`src/rtl/mw_eeprom_pkg.sv`:
```
package mw_eeprom_pkg;

   typedef enum logic [2:0] {
      ST_IDLE,
      ST_OPC,
      ST_ADR,
      ST_DAT,
      ST_RLD,
      ST_RD,
      ST_HOLD
   } fsm_st_e;

   typedef enum logic [2:0] {
      CM_NONE,
      CM_WRITE,
      CM_ERASE,
      CM_ERAL,
      CM_WRAL,
      CM_WEN,
      CM_WDS
   } cmd_e;

   localparam logic [1:0] OP_EXT   = 2'b00;
   localparam logic [1:0] OP_WRITE = 2'b01;
   localparam logic [1:0] OP_READ  = 2'b10;
   localparam logic [1:0] OP_ERASE = 2'b11;

   localparam logic [1:0] EX_WDS  = 2'b00;
   localparam logic [1:0] EX_WRAL = 2'b01;
   localparam logic [1:0] EX_ERAL = 2'b10;
   localparam logic [1:0] EX_WEN  = 2'b11;

endpackage

```
`src/rtl/mw_sync.sv`:
```
module mw_sync #(
   parameter int W      = 3,
   parameter int STAGES = 2
) (
   input  logic         clk,
   input  logic         rst_n,
   input  logic [W-1:0] d,
   output logic [W-1:0] q
);

   if (STAGES < 0) begin : g_bad_stages
      $error("mw_sync: STAGES must not be negative");
   end

   if (STAGES == 0) begin : g_bypass
      assign q = d;
   end else begin : g_chain
      logic [W-1:0] pipe [STAGES];
      always_ff @(posedge clk or negedge rst_n) begin
         if (!rst_n) begin
            for (int i = 0; i < STAGES; i++) pipe[i] <= '0;
         end else begin
            pipe[0] <= d;
            for (int i = 1; i < STAGES; i++) pipe[i] <= pipe[i-1];
         end
      end
      assign q = pipe[STAGES-1];
   end

endmodule

```
`src/rtl/mw_cmd_fsm.sv`:
```
module mw_cmd_fsm
   import mw_eeprom_pkg::*;
#(
   parameter int ADDR_W = 6,
   parameter int DATA_W = 16
) (
   input  logic              clk,
   input  logic              rst_n,
   input  logic              cs_s,
   input  logic              sclk_s,
   input  logic              din_s,
   input  logic [DATA_W-1:0] rd_data,
   output logic [ADDR_W-1:0] cmd_addr,
   output logic [DATA_W-1:0] cmd_data,
   output logic              cmd_vld,
   output cmd_e              cmd,
   output logic              dout
);

   localparam int CW = $clog2(DATA_W + 1);

   fsm_st_e           st;
   logic              sclk_q;
   logic              rise;
   logic [CW-1:0]     cnt;
   logic [1:0]        op_q;
   logic [ADDR_W-1:0] addr_q;
   logic [ADDR_W-1:0] addr_n;
   logic [1:0]        ext;
   logic [DATA_W-1:0] data_q;
   logic [DATA_W:0]   rd_sr;

   assign rise   = sclk_s & ~sclk_q;
   assign addr_n = {addr_q[ADDR_W-2:0], din_s};
   assign ext    = addr_n[ADDR_W-1 -: 2];

   always_ff @(posedge clk or negedge rst_n) begin
      if (!rst_n) sclk_q <= 1'b0;
      else        sclk_q <= sclk_s;
   end

   always_ff @(posedge clk or negedge rst_n) begin
      if (!rst_n) begin
         st      <= ST_IDLE;
         cnt     <= '0;
         op_q    <= '0;
         addr_q  <= '0;
         data_q  <= '0;
         rd_sr   <= '0;
         cmd_vld <= 1'b0;
         cmd     <= CM_NONE;
      end else begin
         cmd_vld <= 1'b0;
         if (!cs_s) begin
            st    <= ST_IDLE;
            cnt   <= '0;
            rd_sr <= '0;
         end else begin
            case (st)
               ST_IDLE: begin
                  if (rise && din_s) begin
                     st  <= ST_OPC;
                     cnt <= '0;
                  end
               end
               ST_OPC: begin
                  if (rise) begin
                     op_q <= {op_q[0], din_s};
                     if (cnt == CW'(1)) begin
                        st  <= ST_ADR;
                        cnt <= '0;
                     end else begin
                        cnt <= cnt + 1'b1;
                     end
                  end
               end
               ST_ADR: begin
                  if (rise) begin
                     addr_q <= addr_n;
                     if (cnt == CW'(ADDR_W - 1)) begin
                        cnt <= '0;
                        case (op_q)
                           OP_READ:  st <= ST_RLD;
                           OP_WRITE: st <= ST_DAT;
                           OP_ERASE: begin
                              cmd     <= CM_ERASE;
                              cmd_vld <= 1'b1;
                              st      <= ST_HOLD;
                           end
                           default: begin
                              case (ext)
                                 EX_WRAL: st <= ST_DAT;
                                 EX_ERAL: begin
                                    cmd     <= CM_ERAL;
                                    cmd_vld <= 1'b1;
                                    st      <= ST_HOLD;
                                 end
                                 EX_WEN: begin
                                    cmd     <= CM_WEN;
                                    cmd_vld <= 1'b1;
                                    st      <= ST_HOLD;
                                 end
                                 default: begin
                                    cmd     <= CM_WDS;
                                    cmd_vld <= 1'b1;
                                    st      <= ST_HOLD;
                                 end
                              endcase
                           end
                        endcase
                     end else begin
                        cnt <= cnt + 1'b1;
                     end
                  end
               end
               ST_DAT: begin
                  if (rise) begin
                     data_q <= {data_q[DATA_W-2:0], din_s};
                     if (cnt == CW'(DATA_W - 1)) begin
                        cmd     <= (op_q == OP_WRITE) ? CM_WRITE : CM_WRAL;
                        cmd_vld <= 1'b1;
                        st      <= ST_HOLD;
                     end else begin
                        cnt <= cnt + 1'b1;
                     end
                  end
               end
               ST_RLD: begin
                  rd_sr <= {1'b0, rd_data};
                  cnt   <= '0;
                  st    <= ST_RD;
               end
               ST_RD: begin
                  if (rise) begin
                     rd_sr <= {rd_sr[DATA_W-1:0], 1'b0};
                     if (cnt == CW'(DATA_W)) st <= ST_HOLD;
                     else                    cnt <= cnt + 1'b1;
                  end
               end
               default: ;
            endcase
         end
      end
   end

   assign cmd_addr = addr_q;
   assign cmd_data = data_q;
   assign dout     = rd_sr[DATA_W];

   // a low chip select returns the frame machine to idle
   p_abort_idle_r10: assert property (@(posedge clk) disable iff (!rst_n)
      !cs_s |=> st == ST_IDLE);

   // no data driven while deselected
   p_dout_quiet_r10: assert property (@(posedge clk) disable iff (!rst_n)
      !cs_s |=> !dout);

   // a zero bit before the start bit keeps the machine waiting
   p_lead_zero_r2: assert property (@(posedge clk) disable iff (!rst_n)
      (st == ST_IDLE && cs_s && rise && !din_s) |=> st == ST_IDLE);

   // each frame issues a command as a single-cycle strobe
   p_one_strobe_r2: assert property (@(posedge clk) disable iff (!rst_n)
      cmd_vld |=> !cmd_vld);

endmodule

```
`src/rtl/mw_array.sv`:
```
module mw_array
   import mw_eeprom_pkg::*;
#(
   parameter int              ADDR_W    = 6,
   parameter int              DATA_W    = 16,
   parameter logic [DATA_W-1:0] ERASE_VAL = '1
) (
   input  logic              clk,
   input  logic              rst_n,
   input  logic              cmd_vld,
   input  cmd_e              cmd,
   input  logic [ADDR_W-1:0] cmd_addr,
   input  logic [DATA_W-1:0] cmd_data,
   input  logic [ADDR_W-1:0] rd_addr,
   output logic [DATA_W-1:0] rd_data
);

   localparam int WORDS = 1 << ADDR_W;

   logic              wen_q;
   logic [DATA_W-1:0] word_q [WORDS];
   logic              prog;
   logic              single;
   logic              bulk;
   logic [DATA_W-1:0] new_val;

   assign prog    = cmd_vld && wen_q;
   assign single  = (cmd == CM_WRITE) || (cmd == CM_ERASE);
   assign bulk    = (cmd == CM_ERAL) || (cmd == CM_WRAL);
   assign new_val = ((cmd == CM_WRITE) || (cmd == CM_WRAL)) ? cmd_data : ERASE_VAL;

   always_ff @(posedge clk or negedge rst_n) begin
      if (!rst_n)                          wen_q <= 1'b0;
      else if (cmd_vld && cmd == CM_WEN)   wen_q <= 1'b1;
      else if (cmd_vld && cmd == CM_WDS)   wen_q <= 1'b0;
   end

   for (genvar g = 0; g < WORDS; g++) begin : g_word
      logic hit;
      assign hit = prog && ((single && cmd_addr == ADDR_W'(g)) || bulk);

      always_ff @(posedge clk or negedge rst_n) begin
         if (!rst_n)   word_q[g] <= ERASE_VAL;
         else if (hit) word_q[g] <= new_val;
      end

      // a cleared latch freezes every word
      p_locked_r9: assert property (@(posedge clk) disable iff (!rst_n)
         !wen_q |=> $stable(word_q[g]));

      // erase-all reaches every word
      p_eral_all_r7: assert property (@(posedge clk) disable iff (!rst_n)
         (cmd_vld && wen_q && cmd == CM_ERAL) |=> word_q[g] == ERASE_VAL);
   end

   assign rd_data = word_q[rd_addr];

   // enable strobe sets the latch
   p_wen_set_r6: assert property (@(posedge clk) disable iff (!rst_n)
      (cmd_vld && cmd == CM_WEN) |=> wen_q);

   // disable strobe clears the latch
   p_wen_clr_r6: assert property (@(posedge clk) disable iff (!rst_n)
      (cmd_vld && cmd == CM_WDS) |=> !wen_q);

endmodule

```
`src/rtl/mw_eeprom.sv`:
```
module mw_eeprom
   import mw_eeprom_pkg::*;
#(
   parameter int                ADDR_W      = 6,
   parameter int                DATA_W      = 16,
   parameter int                SYNC_STAGES = 2,
   parameter logic [DATA_W-1:0] ERASE_VAL   = '1
) (
   input  logic clk,
   input  logic rst_n,
   input  logic cs,
   input  logic sclk,
   input  logic din,
   output logic dout
);

   if (ADDR_W < 2 || ADDR_W > 10) begin : g_bad_addr
      $error("mw_eeprom: ADDR_W must lie in 2..10");
   end
   if (DATA_W < 2) begin : g_bad_data
      $error("mw_eeprom: DATA_W must be at least 2");
   end

   logic [2:0]        pins_s;
   logic              cs_s;
   logic              sclk_s;
   logic              din_s;
   logic [DATA_W-1:0] rd_data;
   logic [ADDR_W-1:0] cmd_addr;
   logic [DATA_W-1:0] cmd_data;
   logic              cmd_vld;
   cmd_e              cmd;

   mw_sync #(.W(3), .STAGES(SYNC_STAGES)) i_sync (
      .clk   (clk),
      .rst_n (rst_n),
      .d     ({cs, sclk, din}),
      .q     (pins_s)
   );

   assign {cs_s, sclk_s, din_s} = pins_s;

   mw_cmd_fsm #(.ADDR_W(ADDR_W), .DATA_W(DATA_W)) i_fsm (
      .clk      (clk),
      .rst_n    (rst_n),
      .cs_s     (cs_s),
      .sclk_s   (sclk_s),
      .din_s    (din_s),
      .rd_data  (rd_data),
      .cmd_addr (cmd_addr),
      .cmd_data (cmd_data),
      .cmd_vld  (cmd_vld),
      .cmd      (cmd),
      .dout     (dout)
   );

   mw_array #(.ADDR_W(ADDR_W), .DATA_W(DATA_W), .ERASE_VAL(ERASE_VAL)) i_array (
      .clk      (clk),
      .rst_n    (rst_n),
      .cmd_vld  (cmd_vld),
      .cmd      (cmd),
      .cmd_addr (cmd_addr),
      .cmd_data (cmd_data),
      .rd_addr  (cmd_addr),
      .rd_data  (rd_data)
   );

endmodule

```
`config.mk`:
```
export PLATFORM = sky130hd
export DESIGN_NAME = mw_eeprom
export DESIGN_NICKNAME = d
export VERILOG_FILES = /design/src/rtl/mw_eeprom_pkg.sv /design/src/rtl/mw_sync.sv /design/src/rtl/mw_cmd_fsm.sv /design/src/rtl/mw_array.sv /design/src/rtl/mw_eeprom.sv
export SDC_FILE = /design/constraint.sdc
export NUM_CORES = 2
export LEC_CHECK = 0
export BUFFER_PORTS_ARGS = -buffer_cell sky130_fd_sc_hd__buf_4
export CORE_ASPECT_RATIO = 1.4
export CORE_UTILIZATION = 55
export CTS_BUF_LIST = sky130_fd_sc_hd__clkbuf_4 sky130_fd_sc_hd__clkbuf_8 sky130_fd_sc_hd__clkbuf_16
export DETAILED_ROUTE_END_ITERATION = 16
export PLACE_DENSITY = 0.7
export SYNTH_ARGS = -nofsm -noshare
export SYNTH_HDL_FRONTEND = slang
export SYNTH_SLANG_ARGS = --single-unit
```
`constraint.sdc`:
```
create_clock -name clk -period 4.05 [get_ports clk]
set_clock_uncertainty 0.15 [all_clocks]
set_input_delay 0.2025 -clock clk [delete_from_list [all_inputs] [get_ports clk]]
set_output_delay 0.2025 -clock clk [all_outputs]
set_load 0.02 [all_outputs]
```
* Word-level counts from Yosys, hierarchy flattened
Index checks and enable logic that the tools add are counted.
** Word-level totals
- Word-level logic and storage cells :: 444
- Output and inout port bits :: 1
- Input port bits :: 5
- Bits in registers :: 1085
** Operators by class
- Reductions and logical operators :: 211
- Add/sub/neg operators :: 1
- Bitwise logic cells :: 3
- Multiplexer cells :: 49
- Equality and inequality tests :: 103
- Magnitude comparators :: 1
** Operators with widths (count)
- $eq A6 B6 Y1 const B :: 32
- $logic_and A1 B1 Y1 :: 132
- $bmux W16 S6 :: 1
- $eq A6 B5 Y1 const B :: 16
- $logic_or A1 B1 Y1 :: 67
- $mux W5 :: 10
- $eq A6 B4 Y1 const B :: 8
- $mux W16 :: 3
- $mux W3 :: 16
- $mux W17 :: 2
- $pmux W17 S2 :: 1
- $pmux W5 S6 :: 1
- $ne A3 B2 Y1 const B :: 9
- $eq A6 B3 Y1 const B :: 4
- $pmux W3 S3 :: 2
- $pmux W3 S6 :: 1
- $reduce_and A8 Y1 :: 2
- $eq A3 B3 Y1 const B :: 5
- $eq A3 B2 Y1 const B :: 4
- $eq A6 B2 Y1 const B :: 2
- $pmux W3 S2 :: 2
- $reduce_and A10 Y1 :: 1
- $ne A3 B3 Y1 const B :: 3
- $reduce_and A3 Y1 :: 3
- other kinds (24) :: 41

* Logic depth before layout (Yosys ltp)
- Depth after elaboration :: 7
- Gate-level depth with buffers :: 11
- Depth with buffers taken out :: 9

* Hierarchy
Synthesis repeated with hierarchy kept, for this count alone.
** Unflattened totals
- Cell total of the unflattened synthesis :: 4424
- Area total of the unflattened synthesis :: 48941.9 um2
** By module, submodules not included
- mw_array :: area an instance 46016.6 um2, sequential area each 26930.8 um2, instances 1, cells an instance 4167
- mw_cmd_fsm :: area an instance 2752.6 um2, sequential area each 1351.3 um2, instances 1, cells an instance 248
- mw_sync :: area an instance 172.7 um2, sequential area each 150.1 um2, instances 1, cells an instance 9

* Worst setup path before layout
No wires, ideal clock.
- Path kind :: register -> register
- From :: reg i_fsm.addr_q[1], in the netlist i_fsm.cmd_addr[1]
- To :: reg i_fsm.rd_sr[15]
- Clock period less this slack :: 2301 ps
- Setup time :: 139 ps
- Stages on the path, launching flop included :: 10
- Data arrival time :: 2013 ps
- Data required time :: 3761 ps
- Buffers on the path :: 4
- Setup slack :: 1749 ps
- Cell sequence :: dfrtp_1 buf_2 buf_2 buf_2 buf_2 mux4_2 mux2i_1 nor2_1 a2111oi_0 a21oi_1
** Between the ends
- Cells in the longest elaborated chain, start to end :: 6
** Ends and longest elaborated chain
- start, declared :: RTL line mw_cmd_fsm.sv:27 : logic [ADDR_W-1:0] addr_q;
- start signal, assigned :: RTL line mw_cmd_fsm.sv:79 : addr_q <= addr_n;
- $not A6 Y7 (implied by the code) :: RTL line mw_array.sv:56 : assign rd_data = word_q[rd_addr];
- $bmux W16 S6 :: RTL line mw_array.sv:56
- $mux W16 (implied by the code) (2 in a row) :: RTL line mw_array.sv:56
- $pmux W17 S2 :: RTL line mw_cmd_fsm.sv:59 : case (st)
- $mux W17 :: RTL line mw_cmd_fsm.sv:54 : if (!cs_s) begin
- end signal, assigned :: RTL line mw_cmd_fsm.sv:129 : rd_sr <= {1'b0, rd_data};
- end signal, assigned :: RTL line mw_cmd_fsm.sv:135 : rd_sr <= {rd_sr[DATA_W-1:0], 1'b0};
- end, declared :: RTL line mw_cmd_fsm.sv:31 : logic [DATA_W:0] rd_sr;
Every way passes these cells. The select of a mux whose other input is x is not followed.
A chain may end at the register's enable or synchronous reset.

* Worst setup path in the final report
- From :: reg i_fsm.addr_q[1], in the netlist i_fsm.cmd_addr[1]
- To :: reg i_fsm.rd_sr[10]
The elaborated chain is that of the path after synthesis.

==> metrics.md <==
| Metric | Value |
|---|---|
| Status | finished, violations left |
| Violated checks | negative hold slack |
| Worst path top cell family by delay | compound AO/OA/AOI/OAI gates |
| Main combinational cell family by area after synthesis | compound AO/OA/AOI/OAI gates |
| Die area | between 90000 and 100000 µm² |
| Crit path kind | reg2reg |
| Hold slack | -0.00572 ns |
| Filler cell count | ~7100 |
| Mapped Cells | roughly 4600 |
| Max-Cap Viols | 0 |
| Top FF cell, synth | dfstp_2 |
| Pin count of the biggest net entering global routing | between 100 and 150 |
| Starting Density | a little under three fifths |
| Count of state elements after synthesis | 1085 |
| Placement Setup Slack | just under 0.8 ns |
| H-tree levels | 3 |
| GR Util met1 | approximately 39% |
| Post-synth top area share | between 50% and 60% |
| Via Count | approximately 34000 |
| Number of global-route vias before repair | 34300 |
| Register area share after synthesis | between 50% and 60% |
| Placed Cells | 5500 |
| DP HPWL | between 80000 and 90000 µm |
| FFs w/ async S/R, synth | 100% |
| Layout area overhead | 10.3% |
| ANT nets after route | 0 |
| EDFF count, synth | 0 |
| Initial antenna violation count | 0 |
| Routability cong. | around 0.97 |
| Post-synthesis adder-cell area fraction | 0.227% |
| Final Cycle Share | a little over four fifths |
| Max-slew headroom | 21.4% |
| CTS tree | built |
| Crit path largest cell delay | ~0.99 ns |
| Die Span Y | around 360 µm |
| IO Port Bufs | 5 |
| LEAKAGE | 19.1 nW |
| Core Region | around 90000 µm² |
| Final #Nets | 4437 |
| Layout cell share with drive strength beyond 1 | approximately two fifths |
| Max-slew violations | 0 |
| XOR/XNOR Fraction of Synth Area | less than 1% |
| Synth Area in Compound Gates | 14.2% |
| Drt first pass iters | 6 |
| Post-Layout Cell Count | ~5700 |
| Max Fclk | 291 MHz |
| Req. time, crit path | 4.48 ns |
| Post-Synth Simple-Gate Area | a little over a tenth |
| Core Util, Final | ~61% |
| Most common library cells after synthesis | nand2_1, dfstp_2, o21ai_0 |
| Root Buffer | clkbuf_16 |
| Tot GR Track Use | 29.5% |
| Synth Cell Area | 49700 µm² |
| Yosys cell types | 63 |
| CP Launch Type | flip-flop |
| Max VDD drop | 0.897 mV |
| YS warnings | 0 |
| I/O pin cnt | 6 |
| Vias per cell | ~6 |
| Global-route wire length before repair | 207000 µm |
| Post-Route WL | 132000 µm |
| Slowest stage cell, crit path | a2111oi_0 |
| CTS resizes | 0 |
| # diodes | 0 |
| Die X | roughly 260 µm |
| PnR worst setup slack | slightly above 0.6 ns |
| Area contributors post-synth | dfstp_2, mux4_2, o21ai_0 |
| Worst slew pin tran | roughly 1.1 ns |
| Worst Path Max Fanout | 32 |
| Clk sinks | 1085 |
| Residual DRC | 0 |
| Most congested layer reported by global routing | met2 |
| Reg2Reg Setup Slack | between 0.6 and 0.7 ns |
| Worst Setup End Kind | flip-flop |
| Final setup fails | 0 |
| # rows | 130 |
| Post-Syn Nets | 4582 |
| Latest clock arrival within the worst-skew pair | about 0.71 ns |
| CP Buf/Inv Count | 1 |
| Fin crit period | between 3 and 4 ns |
| Clock transition at path regs | approximately 0.060 ns |
| Setup tns final | 0 ns |
| CP Cell Sequence | buf_4, mux4_2, nor2b_1, a2111oi_0, nor4_1, nand2_1, a32oi_1 |
| Critical path data arrival time | between 3 and 4 ns |
| Most common cell in the netlist | nand2_1 |
| Hold/Removal Path Class | in2async |
| Post-CTS setup buffers | 0 |
| Syn_area_per_cell | about 11 µm² |
| Met2 Use GR | between 40 and 50% |
| Fin. Hold Viols | 1 |
| TritonCTS Buffers | roughly 100 |
| RSZ-0062 raised after global routing | no |
| Post-synthesis mux area share | around an eighth |
| Clock Path Buffers | 3 |
| Met3 global-route usage | under 10% |
| Grt ovf | 0 |
| Synth area leader | dfstp_2 |
| DR WL/cell | between 20 and 25 µm |
| Pwr dens | 514 nW/µm² |
| DR iter-0 viols | roughly 2900 |
## final timing paths
path	from	end	cells after the start
min	rst_n	i_fsm.cmd_vld	2
max	i_fsm.cmd_addr[1]	i_fsm.rd_sr[10]	7
min reg2reg	i_sync.g_chain.pipe[4]	i_sync.q[1]	0
max reg2reg	i_fsm.cmd_addr[1]	i_fsm.rd_sr[10]	7
min in group clk	i_sync.g_chain.pipe[4]	i_sync.q[1]	0
max in group asynchronous	rst_n	i_array.word_q[696]	3
## worst register-to-register path: cells and delay by family (launching register included)
family,cells,cell delay (ns)
simple gates,3,0.51
flops,1,0.86
compound gates,2,1.09
buf+inv,1,0.38
mux,1,0.32
## layout by cell type, fill, tap and decap left out, types with 16 or more instances in the layout
cell type	instances
clkbuf_8	21
buf_12	28
mux2_2	23
o22ai_1	29
dfstp_2	1024
clkinv_2	20
buf_4	139
mux4_2	210
clkbuf_4	21
o21ai_2	96
clkbuf_16	107
o21ai_0	851
nor2_1	118
a22oi_1	28
nand3_1	19
nor2_4	16
nor3_1	18
o21ai_1	176
nand2_1	1099
dfrtp_1	57
a21oi_1	33
mux2i_1	160
## state kept, by name, indices dropped and copies added (netlist names)
register	cells
i_array.wen_q	1
i_array.word_q	1024
i_fsm.st	3
i_fsm.cmd_vld	1
i_fsm.rd_sr	17
i_fsm.op_q	2
i_fsm.cmd_data	16
i_fsm.sclk_q	1
i_fsm.cmd_addr	6
i_fsm.cmd	3
i_sync.q	3
i_sync.g_chain.pipe	3
i_fsm.cnt	5
## power breakdown
| part | leakage (nW) | switching (mW) | internal (mW) | total, mW |
|---|---|---|---|---|
| logic | 5.92 | 5.21 | 1.55 | 6.76 |
| clock network | 1.82 | 4.25 | 6.01 | 10.3 |
| registers | 11.4 | 0.200 | 10.9 | 11.1 |
| total | 19.1 | 9.66 | 18.5 | 28.2 |
## final cells by class
class / count / area (µm²) / share of cell area [%]
inverter: 12 / 45.0 / 0.0823
sequential: 1085 / 28400 / 52.0
timing repair buffer: 175 / 1690 / 3.09
clock buffer: 149 / 3120 / 5.71
tap: 1188 / 1490 / 2.72
clock inverter: 42 / 504 / 0.921
multi-input combinational: 3047 / 19500 / 35.5
## metrics by stage
step	total power [mW]	instance area, µm²
detailed placement	18.0	51000
global route	29.1	54700
CTS	28.3	54700
floorplan	15.0	49700
global placement	18.0	51000
finish	28.2	54700
## metal layers
metal | wire length [µm] | share of wire, %
met4 | 6060 | 4.6
met2 | 63600 | 48
met3 | 7660 | 5.8
met1 | 54200 | 41
met5 | 0 | 0
## kinds of logic after synthesis
group,Yosys count
XOR/XNOR,3
AND/OR/NAND/NOR,1345
flip-flops,1085
adder cells (fa/ha/maj),9
multiplexers,393
AO/OA/AOI/OAI,1297
buffers and inverters,436
## timing repair
action / CTS / global route
hold endpoints to repair: 115 / 0
hold buffers: 7 / 0
setup endpoints to repair: 0 / 0
No activity file was read; power rests on OpenSTA's default activity.
